<file path="config.mk">
export PLATFORM = sky130hd
export DESIGN_NAME = cla_two_level_adder
export DESIGN_NICKNAME = d
export VERILOG_FILES = /design/src/rtl/cla_pkg.sv /design/src/rtl/cla_bit_cell.sv /design/src/rtl/cla_lookahead.sv /design/src/rtl/cla_group.sv /design/src/rtl/cla_two_level_adder.sv
export SDC_FILE = /design/constraint.sdc
export NUM_CORES = 1
export LEC_CHECK = 0
export CAP_MARGIN = 10
export CORE_MARGIN = 2
export CORE_UTILIZATION = 45
export DETAILED_ROUTE_END_ITERATION = 8
export PLACE_DENSITY = 0.88
export SYNTH_ARGS = -nofsm -noshare
export SYNTH_HDL_FRONTEND = slang
export SYNTH_HIERARCHICAL = 1
export SYNTH_SLANG_ARGS = --single-unit
</file>
<file path="constraint.sdc">
create_clock -name vclk -period 6.75
set_input_delay 2.025 -clock vclk [all_inputs]
set_output_delay 2.025 -clock vclk [all_outputs]
set_load 0.02 [all_outputs]
</file>
<file path="src/rtl/cla_pkg.sv">
package cla_pkg;

  localparam int unsigned LA_MAX = 16;

  typedef logic [LA_MAX-1:0] la_vec_t;

  // AND of p[lo..hi]; an empty span (lo > hi) yields 1
  function automatic logic span_and(la_vec_t p, int lo, int hi);
    logic acc;
    acc = 1'b1;
    for (int k = 0; k < LA_MAX; k++) begin
      if (k >= lo && k <= hi) acc = acc & p[k];
    end
    return acc;
  endfunction

  // expanded carry into position idx: cin*p[0..idx-1] + sum_j g[j]*p[j+1..idx-1]
  function automatic logic sop_carry(la_vec_t g, la_vec_t p, logic cin, int idx);
    logic acc;
    acc = cin & span_and(p, 0, idx - 1);
    for (int j = 0; j < LA_MAX; j++) begin
      if (j < idx) acc = acc | (g[j] & span_and(p, j + 1, idx - 1));
    end
    return acc;
  endfunction

  // group generate over n positions: carry out with zero carry-in
  function automatic logic sop_group_gen(la_vec_t g, la_vec_t p, int n);
    return sop_carry(g, p, 1'b0, n);
  endfunction

  // group propagate over n positions
  function automatic logic sop_group_prop(la_vec_t p, int n);
    return span_and(p, 0, n - 1);
  endfunction

endpackage

</file>
<file path="src/rtl/cla_bit_cell.sv">
module cla_bit_cell (
  input  logic a_i,
  input  logic b_i,
  input  logic c_i,
  output logic g_o,
  output logic p_o,
  output logic s_o
);
  assign g_o = a_i & b_i;
  assign p_o = a_i | b_i;
  assign s_o = a_i ^ b_i ^ c_i;
endmodule

</file>
<file path="src/rtl/cla_lookahead.sv">
module cla_lookahead
  import cla_pkg::*;
#(
  parameter int unsigned N = 4
) (
  input  logic [N-1:0] gen_i,
  input  logic [N-1:0] prop_i,
  input  logic         cin_i,
  output logic [N-1:0] carry_o,
  output logic         grp_p_o,
  output logic         grp_g_o
);
  la_vec_t g_ext;
  la_vec_t p_ext;

  assign g_ext = la_vec_t'(gen_i);
  assign p_ext = la_vec_t'(prop_i);

  always_comb begin
    for (int i = 0; i < int'(N); i++) begin
      carry_o[i] = sop_carry(g_ext, p_ext, cin_i, i);
    end
    grp_p_o = sop_group_prop(p_ext, int'(N));
    grp_g_o = sop_group_gen(g_ext, p_ext, int'(N));
  end
endmodule

</file>
<file path="src/rtl/cla_group.sv">
module cla_group #(
  parameter int unsigned W = 4
) (
  input  logic [W-1:0] a_i,
  input  logic [W-1:0] b_i,
  input  logic         cin_i,
  output logic [W-1:0] sum_o,
  output logic         grp_p_o,
  output logic         grp_g_o
);
  logic [W-1:0] bit_g;
  logic [W-1:0] bit_p;
  logic [W-1:0] bit_c;

  for (genvar k = 0; k < W; k++) begin : g_cell
    cla_bit_cell cell_i (
      .a_i (a_i[k]),
      .b_i (b_i[k]),
      .c_i (bit_c[k]),
      .g_o (bit_g[k]),
      .p_o (bit_p[k]),
      .s_o (sum_o[k])
    );
  end

  cla_lookahead #(.N(W)) la_i (
    .gen_i   (bit_g),
    .prop_i  (bit_p),
    .cin_i   (cin_i),
    .carry_o (bit_c),
    .grp_p_o (grp_p_o),
    .grp_g_o (grp_g_o)
  );
endmodule

</file>
<file path="src/rtl/cla_two_level_adder.sv">
module cla_two_level_adder #(
  parameter int unsigned GROUP_W    = 4,
  parameter int unsigned NUM_GROUPS = 4
) (
  input  logic [GROUP_W*NUM_GROUPS-1:0] a_i,
  input  logic [GROUP_W*NUM_GROUPS-1:0] b_i,
  input  logic                          cin_i,
  output logic [GROUP_W*NUM_GROUPS-1:0] sum_o,
  output logic                          cout_o,
  output logic                          blk_p_o,
  output logic                          blk_g_o
);
  localparam int unsigned WIDTH = GROUP_W * NUM_GROUPS;

  logic [NUM_GROUPS-1:0] grp_p;
  logic [NUM_GROUPS-1:0] grp_g;
  logic [NUM_GROUPS-1:0] grp_cin;

  for (genvar k = 0; k < NUM_GROUPS; k++) begin : g_slice
    cla_group #(.W(GROUP_W)) grp_i (
      .a_i     (a_i[k*GROUP_W +: GROUP_W]),
      .b_i     (b_i[k*GROUP_W +: GROUP_W]),
      .cin_i   (grp_cin[k]),
      .sum_o   (sum_o[k*GROUP_W +: GROUP_W]),
      .grp_p_o (grp_p[k]),
      .grp_g_o (grp_g[k])
    );
  end

  cla_lookahead #(.N(NUM_GROUPS)) top_la_i (
    .gen_i   (grp_g),
    .prop_i  (grp_p),
    .cin_i   (cin_i),
    .carry_o (grp_cin),
    .grp_p_o (blk_p_o),
    .grp_g_o (blk_g_o)
  );

  assign cout_o = blk_g_o | (blk_p_o & cin_i);
endmodule

</file>
======== Word level (Yosys, flattened, before mapping) ========
Cells that the tools add are included.
operators by class
  bitwise logic cells ..................... 186
operators with widths
  operator     count
  $and 1x1->1  92
  $or 1x1->1   62
  $xor 1x1->1  32
word-level totals
  register bits after elaboration ......... 0

======== Depth between registers and ports, before layout ========
Gate-level depths: netlist (run 1).
  depth after elaboration ................. 16
  mapped depth ............................ 12

======== Cells and area by module ========
Netlist (run 1), hierarchy kept.
by module, submodules not included
  module               instances  cells each  area an instance (um^2)
  cla_bit_cell         16         6           45.0
  cla_lookahead        5          13          67.6
  cla_two_level_adder  1          1           7.5

======== Worst setup path before layout (run 1) ========
Ideal clock, no wire load.
  path kind ............................... input to output
  start ................................... input port a_i[1]
  end ..................................... output port sum_o[15]
  slack ................................... 1.129 ns
  cell stages on the path ................. 10
  buffers on the path ..................... 0
  arrival ................................. 3.596 ns
  path through ............................ inv_1 ha_1 inv_1 a21oi_1 o21ai_0 a21oi_2 o21ai_0 a21oi_2 o21ai_0 xor2_1
between the ends
  cells in the longest elaborated chain, start to end .. 16
  elaborated cells between the ends (all ways) .. 24
  those cells by class .................... 24 x bitwise
ends and longest elaborated chain
  item                                 RTL line                   source
  start: declaration                   cla_two_level_adder.sv:5   input logic [GROUP_W*NUM_GROUPS-1:0] a_i,
  $or 1x1->1                           cla_bit_cell.sv:10         assign p_o = a_i | b_i;
  named net g_slice[0].grp_i.bit_p[1]  cla_group.sv:12            logic [W-1:0] bit_p;
  $and 1x1->1 (2 in a row)             cla_pkg.sv:12              if (k >= lo && k <= hi) acc = acc & p[k];
  $and 1x1->1                          cla_pkg.sv:22              if (j < idx) acc = acc | (g[j] & span_and(p, j + 1, idx - 1));
  $or 1x1->1 (3 in a row)              cla_pkg.sv:22
  named net grp_g[0]                   cla_two_level_adder.sv:16  logic [NUM_GROUPS-1:0] grp_g;
  $and 1x1->1                          cla_pkg.sv:22
  $or 1x1->1 (3 in a row)              cla_pkg.sv:22
  named net grp_cin[3]                 cla_two_level_adder.sv:17  logic [NUM_GROUPS-1:0] grp_cin;
  $and 1x1->1                          cla_pkg.sv:20              acc = cin & span_and(p, 0, idx - 1);
  $or 1x1->1 (3 in a row)              cla_pkg.sv:22
  named net g_slice[3].grp_i.bit_c[3]  cla_group.sv:13            logic [W-1:0] bit_c;
  $xor 1x1->1                          cla_bit_cell.sv:11         assign s_o = a_i ^ b_i ^ c_i;
  end: declaration                     cla_two_level_adder.sv:8   output logic [GROUP_W*NUM_GROUPS-1:0] sum_o,
The timed path passes the listed nets, and every way through them passes these cells.

======== Worst setup path in the final report (run 1) ========
  start ................................... input port a_i[6]
  end ..................................... output port sum_o[14]
between the ends
  elaborated cells between the ends (all ways) .. 26
  those cells by class .................... 26 x bitwise
RTL lines
  item                                 RTL line                   source
  $or 1x1->1 (*)                       cla_bit_cell.sv:10
  named net g_slice[1].grp_i.bit_p[2]  cla_group.sv:12
  $and 1x1->1 (*) (2 in a row)         cla_pkg.sv:12
  named net grp_p[1]                   cla_two_level_adder.sv:15  logic [NUM_GROUPS-1:0] grp_p;
  $and 1x1->1                          --
  $and 1x1->1                          cla_pkg.sv:12
  $and 1x1->1                          cla_pkg.sv:20
  $or 1x1->1 (*) (3 in a row)          cla_pkg.sv:22
  named net grp_cin[3]                 cla_two_level_adder.sv:17
  $and 1x1->1 (*)                      cla_pkg.sv:20
  $or 1x1->1 (*) (2 in a row)          cla_pkg.sv:22
  named net g_slice[3].grp_i.bit_c[2]  cla_group.sv:13
  $xor 1x1->1 (*)                      cla_bit_cell.sv:11
The timed path passes the listed nets; every way through them passes the cells marked *.

==> flow_summary.yaml, run 1 <==
routing:
  final_antenna_net_count: 0
  viasPerCell: 4.80
  wl_mm: 2.62
  vias: 1147
  drt_iter0_markers: 19
  drt_pass1_iterations: 4
  wl_per_cell_um: 11.0
  drc_errors: 0
power_and_ir_drop:
  irDropWorstVdd_mv: 0.0738
  power_w: 0.000165
  p_per_area_mw_per_mm2: 103
  leakage_nw: 0.933
finish:
  flops_and_latches: 0
  fin_nets: 278
  synthToLayoutAreaGrowth_pct: 50.7
  drive_gt1_share_pct: 5.69
  seq_area_um2: 0
  num-clock-buffers: 0
  fill_cells: 202
  final_core_util_pct: 71.9
  antennaDiodeCount: 0
grt:
  antenna_found_initial: 0
  grtUsageTotal_pct: 19.1
  grt_max_degree: 5
  grt_util_met3_pct: 0.857
  grt-busiest-layer: "met2"
  use_met1_pct: 19.7
  overflow: 0
  grt_pass1_wl_mm: 4.19
  grt_pass1_vias: 1111
  groute.layer.met2.usage_pct: 42.3
timing:
  maxClockFrequency_mhz: 154
  hold_viol_final: 0
  report.final.slew_viol_count: 0
  min_period_ps: 6490
  relSlewSlack_pct: 78.1
  tns_ps: 0
  max_slew.worst_pin.slew_ps: 326
  hold_slack_ps: 4940
  fin_crit_sh_pct: 96.2
  setup_violations: 0
  rsz0062_at_grt: "false"
floorplan:
  ios: 52
  start_util_pct: 47.7
  dieArea_mm2: 0.00277
  die_h_um: 52.7
  rows: 17
  core-area_mm2: 0.00223
  die-width_um: 52.7
worst_setup_path:
  critPathMaxFanout: 3
  crit_required_ps: 4720
  cp_num_cells: 13
  path_class: "input pin to output port"
  crit_path_top_delay_cell: "clkdlybuf4s50_1"
  critPathCaptureType: "output port"
  path_delay_family: "buffers and inverters"
  path_buf_inv: 5
  worst_path_largest_cell_delay_ps: 620
  path_cells: "clkdlybuf4s50_1 -> inv_1 -> ha_1 -> inv_1 -> nand2_1 -> nor2_1 -> nand2_1 -> o21ai_1 -> a21oi_2 -> inv_2 -> a21o_1 -> xor2_1 -> clkdlybuf4s50_1"
  cp-start-kind: "input pin"
  cp.arrival_ps: 4470
synth:
  netlist_area_mm2: 0.00107
  syn-num-nets: 227
  synth_cell_type_count: 11
  ys_seq_area_share_pct: 0
  synth.avg_cell_area_um2: 6.58
  ys_warn_count: 6
  syn_inst: 162
placement:
  gp_congestion: 0.804
  portBuffers: 52
  hpwl_mm: 2.38
outcome:
  status: "finished clean"
min_path:
  hold_depth: 5
  worstHoldPathType: "input pin to output port"
run:
  max_cap_violations: 0
clock_network:
  hold_buffers: 0
[kinds of logic after synthesis]
| family | count (synthesis) | share of synthesized area [%] |
|---|---|---|
| adder cells (fa/ha/maj) | 32 | 37.6 |
| AO/OA/AOI/OAI | 36 | 20.1 |
| buffers and inverters | 58 | 22.2 |
| XOR/XNOR | 16 | 13.1 |
| AND/OR/NAND/NOR | 20 | 7.04 |
[cell usage after synthesis]
master / number / share of area, %
nor2_1: 5 / 1.8
a21o_1: 6 / 4.2
inv_1: 48 / 17
buf_4: 5 / 3.5
xor2_1: 16 / 13
a21oi_1: 15 / 7.0
a21oi_2: 5 / 4.1
inv_2: 5 / 1.8
ha_1: 32 / 38
nand2_1: 15 / 5.3
o21ai_0: 10 / 4.7
[path summary, 6_finish.rpt]
kind                  startpoint   endpoint
worst max-delay path      a_i[6]  sum_o[14]
worst min-delay path     a_i[11]  sum_o[11]
[where the power goes]
part | switching [W] | leakage (nW) | total (W) | internal (W)
Clock | 0 | 0 | 0 | 0
Combinational | 0.0000821 | 0.933 | 0.000165 | 0.0000826
Sequential | 0 | 0 | 0 | 0
[final cells by class]
cell class | count | area (um2) | share of cell area, %
multi-input combinational | 104 | 830 | 51.6
tap | 28 | 35.0 | 2.18
timing repair buffer | 54 | 543 | 33.8
inverter | 53 | 199 | 12.4
[cell usage in the layout, fill, tap and decap left out]
cell	instances
dlymetal6s2s_1	3
clkdlybuf4s50_1	49
nand2_1	15
a21oi_2	5
inv_1	48
ha_1	32
o21ai_0	8
a21o_1	6
inv_2	5
buf_4	2
xor2_1	16
nor2_1	5
o21ai_1	2
a21oi_1	15
[through the flow]
stage                     cells  setup slack, ps  cell area, um2
final                       239              257            1610
after global routing        239             75.2            1610
after CTS                   239             4.97            1600
after detailed placement    239             13.4            1600
after global placement      239              113            1600
after floorplan             162             1130            1070
[routing by layer]
metal / routed length, um / vias to the layer above
met3: 142 / 0
met5: 0 / -
met4: 0 / 0
met1: 1030 / 523
met2: 1450 / 38
li1: - / 586
[timing repair]
item | 4_1_cts | 5_1_grt
endpoints found under the hold margin | 0 | 0
setup buffers | 0 | 0
resized for setup | 0 | 5
endpoints found under the setup margin | 0 | 4
Note: power is estimated with default switching activity, not from simulation.
==> run 2: changes to the inputs <==
--- a/config.mk
+++ b/config.mk
@@ -6,10 +6,10 @@
 export NUM_CORES = 1
 export LEC_CHECK = 0
 export CAP_MARGIN = 10
-export CORE_MARGIN = 2
+export CORE_MARGIN = 4
 export CORE_UTILIZATION = 45
 export DETAILED_ROUTE_END_ITERATION = 8
-export PLACE_DENSITY = 0.88
+export DONT_BUFFER_PORTS = 1
 export SYNTH_ARGS = -nofsm -noshare
 export SYNTH_HDL_FRONTEND = slang
 export SYNTH_HIERARCHICAL = 1
==> run 2 against run 1 <==
Compared with the run above: final cell count is 22% lower; core utilization fell by 24 points; sequential share of layout area unchanged; maximum frequency increased by 10%; non-clock buffer count down 53; sequential cell count is the same.
==> flow_summary.yaml, run 2 (synthesized netlist as in run 1, its figures left out) <==
min_path:
  worstHoldPathType: "input pin to output port"
placement:
  dp.cells: 186
  hpwl_mm: 1.81
  gp_congestion: 0.803
  portBuffers: 0
  post-place-ws_ps: 861
finish:
  drive_gt1_share_pct: 6.96
  synthToLayoutAreaGrowth_pct: 0.470
  seq_area_um2: 0
  num-clock-buffers: 0
  mostFrequentLayoutCells: "inv_1, ha_1, xor2_1"
  fill_cells: 233
  antennaDiodeCount: 0
  final_common_cell: "inv_1"
  fin_nets: 225
  flops_and_latches: 0
  final_cells: 186
power_and_ir_drop:
  power_w: 0.0000978
  leakage_nw: 0.698
  pwr-share-clk_pct: 0
  internal-power_w: 0.0000291
  irDropWorstVdd_mv: 0.0549
  p_switching_w: 0.0000687
  p_per_area_mw_per_mm2: 91.3
  p_comb_share_pct: 100.0
  p_sw_share_pct: 70.3
  seq_power_share_pct: 0
run:
  max_cap_violations: 0
grt:
  overflow: 0
  groute.layer.met2.usage_pct: 20.6
  grt_pass1_vias: 813
  use_met1_pct: 13.6
  grt_pass1_wl_mm: 3.18
  antenna_found_initial: 0
  grtUsageTotal_pct: 11.4
  grt_max_degree: 5
  grt-busiest-layer: "met2"
  grt_util_met3_pct: 4.14
clock_network:
  hold_buffers: 0
  post_cts_buffers: 0
  cts_resized: 0
outcome:
  status: "finished clean"
floorplan:
  dieArea_mm2: 0.00321
  die-width_um: 56.7
  ios: 52
  die_h_um: 56.7
  start_util_pct: 47.7
  rows: 17
  core-area_mm2: 0.00223
timing:
  relSlewSlack_pct: 67.2
  hold_viol_final: 0
  tns_ps: 0
  max_slew.worst_pin.slew_ps: 491
  setup_ws_ps: 867
  fin_crit_sh_pct: 87.2
  rsz0062_at_grt: "false"
  hold_slack_ps: 4180
  setup_violations: 0
  report.final.slew_viol_count: 0
  maxClockFrequency_mhz: 170
  min_period_ps: 5880
routing:
  drc_errors: 0
  viasPerCell: 4.81
  drt_pass1_iterations: 4
  wl_mm: 1.90
  vias: 895
  drt_iter0_markers: 14
  wl_per_cell_um: 10.2
  final_antenna_net_count: 0
worst_setup_path:
  path_class: "input pin to output port"
  critPathMaxFanout: 3
  cp-start-kind: "input pin"
  critPathCaptureType: "output port"
  cp.arrival_ps: 3860
  crit_required_ps: 4720
-- run 2: power by group through the flow --
stage / Clock [W] / Combinational, W / Sequential (W)
floorplan: 0 / 0.0000902 / 0
global placement: 0 / 0.0000972 / 0
detailed placement: 0 / 0.0000989 / 0
CTS: 0 / 0.0000994 / 0
global route: 0 / 0.000110 / 0
finish: 0 / 0.0000978 / 0
-- run 2: area by class of cell --
cell class | count | area, um2 | area share (%)
multi-input cells | 104 | 830 | 77.5
inverters | 53 | 199 | 18.6
well taps | 28 | 35.0 | 3.27
repair buffers | 1 | 7.51 | 0.701
-- run 2: through the flow --
step                utilization (%)  area, um2
finish                         48.0       1070
global route                   48.0       1070
CTS                            48.0       1070
detailed placement             48.0       1070
global placement               48.0       1070
floorplan                         -       1070
-- run 2: worst paths after layout --
path,startpoint,to,slack [ps],cells past startpoint
worst min-delay path,cin_i,sum_o[0],4180,1
worst max-delay path,a_i[1],sum_o[15],870,10
-- run 2: critical path: stages --
cell	delay (ps)
inv_1	20
ha_1	170
inv_1	80
a21oi_1	70
o21ai_0	290
a21oi_2	70
o21ai_0	340
a21oi_2	120
o21ai_0	240
xor2_1	420
-- run 2: metal layers --
metal / routed length [um] / vias to the layer above
li1: - / 480
met1: 758 / 381
met2: 885 / 34
met3: 258 / 0
met4: 0 / 0
met5: 0 / -
==> run 3: changes to the inputs <==
--- a/config.mk
+++ b/config.mk
@@ -5,9 +5,11 @@
 export SDC_FILE = /design/constraint.sdc
 export NUM_CORES = 1
 export LEC_CHECK = 0
+export ABC_AREA = 1
 export CAP_MARGIN = 10
+export CORE_ASPECT_RATIO = 0.5
 export CORE_MARGIN = 4
-export CORE_UTILIZATION = 45
+export CORE_UTILIZATION = 25
 export DETAILED_ROUTE_END_ITERATION = 8
 export DONT_BUFFER_PORTS = 1
 export SYNTH_ARGS = -nofsm -noshare
==> constraint.sdc (replaced) <==
create_clock -name vclk -period 7.55
set_input_delay 2.265 -clock vclk [all_inputs]
set_output_delay 2.265 -clock vclk [all_outputs]
set_load 0.02 [all_outputs]
==> run 3 against run 2 <==
Compared with the run above: area after synthesis up 27%; critical path depth rose by 4; final area up 31%; power down 1.6%; first-iteration DRC count grew 110%; hold slack improved by 530 ps; die area grew 110%; via count grew 39%.
==> flow_summary.yaml, run 3 <==
timing:
  maxClockFrequency_mhz: 165
  tns_ps: 0
  fin_crit_sh_pct: 80.3
  report.final.slew_viol_count: 0
  relSlewSlack_pct: 68.8
  min_period_ps: 6060
  max_slew.worst_pin.slew_ps: 466
  setup_violations: 0
  rsz0062_at_grt: "false"
  hold_viol_final: 0
synth:
  synth_commonest_cells: "inv_1, nand2_1, ha_1"
  syn_inst: 258
  yosysTopAreaCell: "ha_1"
  ys_top_cells_by_area: "ha_1, inv_1, nand2_1"
  post-synth-top-count-cell: "inv_1"
  synth_cell_type_count: 9
  netlist_area_mm2: 0.00136
  ys_warn_count: 6
  ys_seq_area_share_pct: 0
  synth.avg_cell_area_um2: 5.25
  synth_top_area_share_pct: 29.5
  syn-num-nets: 323
worst_setup_path:
  path_buf_inv: 4
  cp_num_cells: 14
  cp.arrival_ps: 3800
  path_cells: "inv_1 -> ha_1 -> inv_1 -> nand2_1 -> nor2_1 -> nand3_1 -> nand4_1 -> a21oi_2 -> inv_2 -> nand2_1 -> nand2_1 -> inv_1 -> nand2_1 -> nand2_1"
  startpoint: "a_i[10]"
  endpoint: "sum_o[14]"
  crit_required_ps: 5290
  worst_path_largest_cell_delay_ps: 300
  path_delay_family: "simple AND/OR/NAND/NOR gates"
  path_class: "input pin to output port"
  worst_path_most_repeated_cell: "nand2_1"
  critPathCaptureType: "output port"
  crit_path_top_delay_cell: "nor2_1"
  critPathMaxFanout: 6
  cp-start-kind: "input pin"
grt:
  grt_pass1_wl_mm: 4.46
  grt_pass1_vias: 1131
  antenna_found_initial: 0
  grtUsageTotal_pct: 7.57
  grt_max_degree: 8
  overflow: 0
routing:
  drt_iter0_markers: 29
  final_antenna_net_count: 0
  wl_per_cell_um: 8.15
  wl_mm: 2.63
  drt_pass1_iterations: 4
  vias: 1247
  viasPerCell: 3.86
  drc_errors: 0
placement:
  portBuffers: 0
  hpwl_mm: 2.44
  place_area_mm2: 0.00141
  gp_congestion: 0.730
  dp.cells: 323
floorplan:
  rows: 18
  start_util_pct: 26.6
  core-area_mm2: 0.00509
  dieArea_mm2: 0.00673
  die_h_um: 60.1
  ios: 52
  die-width_um: 112
outcome:
  status: "finished clean"
power_and_ir_drop:
  p_comb_share_pct: 100.0
  p_switching_w: 0.0000682
  p_sw_share_pct: 70.8
  pwr-share-clk_pct: 0
  irDropWorstVdd_mv: 0.0168
  leakage_nw: 1.02
  seq_power_share_pct: 0
  internal-power_w: 0.0000281
  p_per_area_mw_per_mm2: 68.5
finish:
  mostFrequentLayoutCells: "inv_1, nand2_1, ha_1"
  synthToLayoutAreaGrowth_pct: 3.69
  final_cell_area_mm2: 0.00141
  seq_area_um2: 0
  fin_nets: 320
  num-clock-buffers: 0
  drive_gt1_share_pct: 3.95
  final_common_cell: "inv_1"
  flops_and_latches: 0
  final_cells: 323
  antennaDiodeCount: 0
clock_network:
  hold_buffers: 0
  cts_resized: 0
  post_cts_buffers: 0
min_path:
  worstHoldPathType: "input pin to output port"
run:
  max_cap_violations: 0
[run 3: cells by family after synthesis]
family	count (synthesis)	share of synthesized area [%]
buffers and inverters	106	30.7
adders and majority gates	32	29.5
AOI/OAI and AO/OA	5	3.23
and+or+nand+nor	115	36.5
[run 3: area by class of cell]
| class | instances | area, um2 |
|---|---|---|
| Tap cell | 70 | 87.6 |
| Multi-Input combinational cell | 152 | 938 |
| Inverter | 101 | 379 |
| Fill cell | 607 | 3680 |
[run 3: worst min-delay path by stage]
stage          slack (ps)  startpoint        to  cells past startpoint
2_1_floorplan        4690       cin_i    cout_o                      2
3_3_place_gp         4710       cin_i  sum_o[0]                      2
3_5_place_dp         4710       cin_i  sum_o[0]                      2
4_1_cts              4710       cin_i  sum_o[0]                      2
5_1_grt              4720       cin_i  sum_o[0]                      2
6_report             4710       cin_i  sum_o[0]                      2
[run 3: routing by layer]
layer	track usage, %	wire [um]
met4	0	0
met3	1.11	114
met1	8.99	1260
met5	0	0
met2	15.6	1260
[run 3: power by group through the flow]
stage / clock, W / sequential [W] / combinational, W
finish: 0 / 0 / 0.0000963
global route: 0 / 0 / 0.000114
CTS: 0 / 0 / 0.0000985
detailed placement: 0 / 0 / 0.0000980
global placement: 0 / 0 / 0.0000974
floorplan: 0 / 0 / 0.0000882
[run 3: through the flow]
step                hold slack, ps  utilization, %  setup slack (ps)  power [W]
global placement              4710            27.6              1500  0.0000974
global route                  4720            27.6              1240   0.000114
finish                        4710            27.6              1490  0.0000963
floorplan                     4690               -              1710  0.0000882
CTS                           4710            27.6              1490  0.0000985
detailed placement            4710            27.6              1490  0.0000980
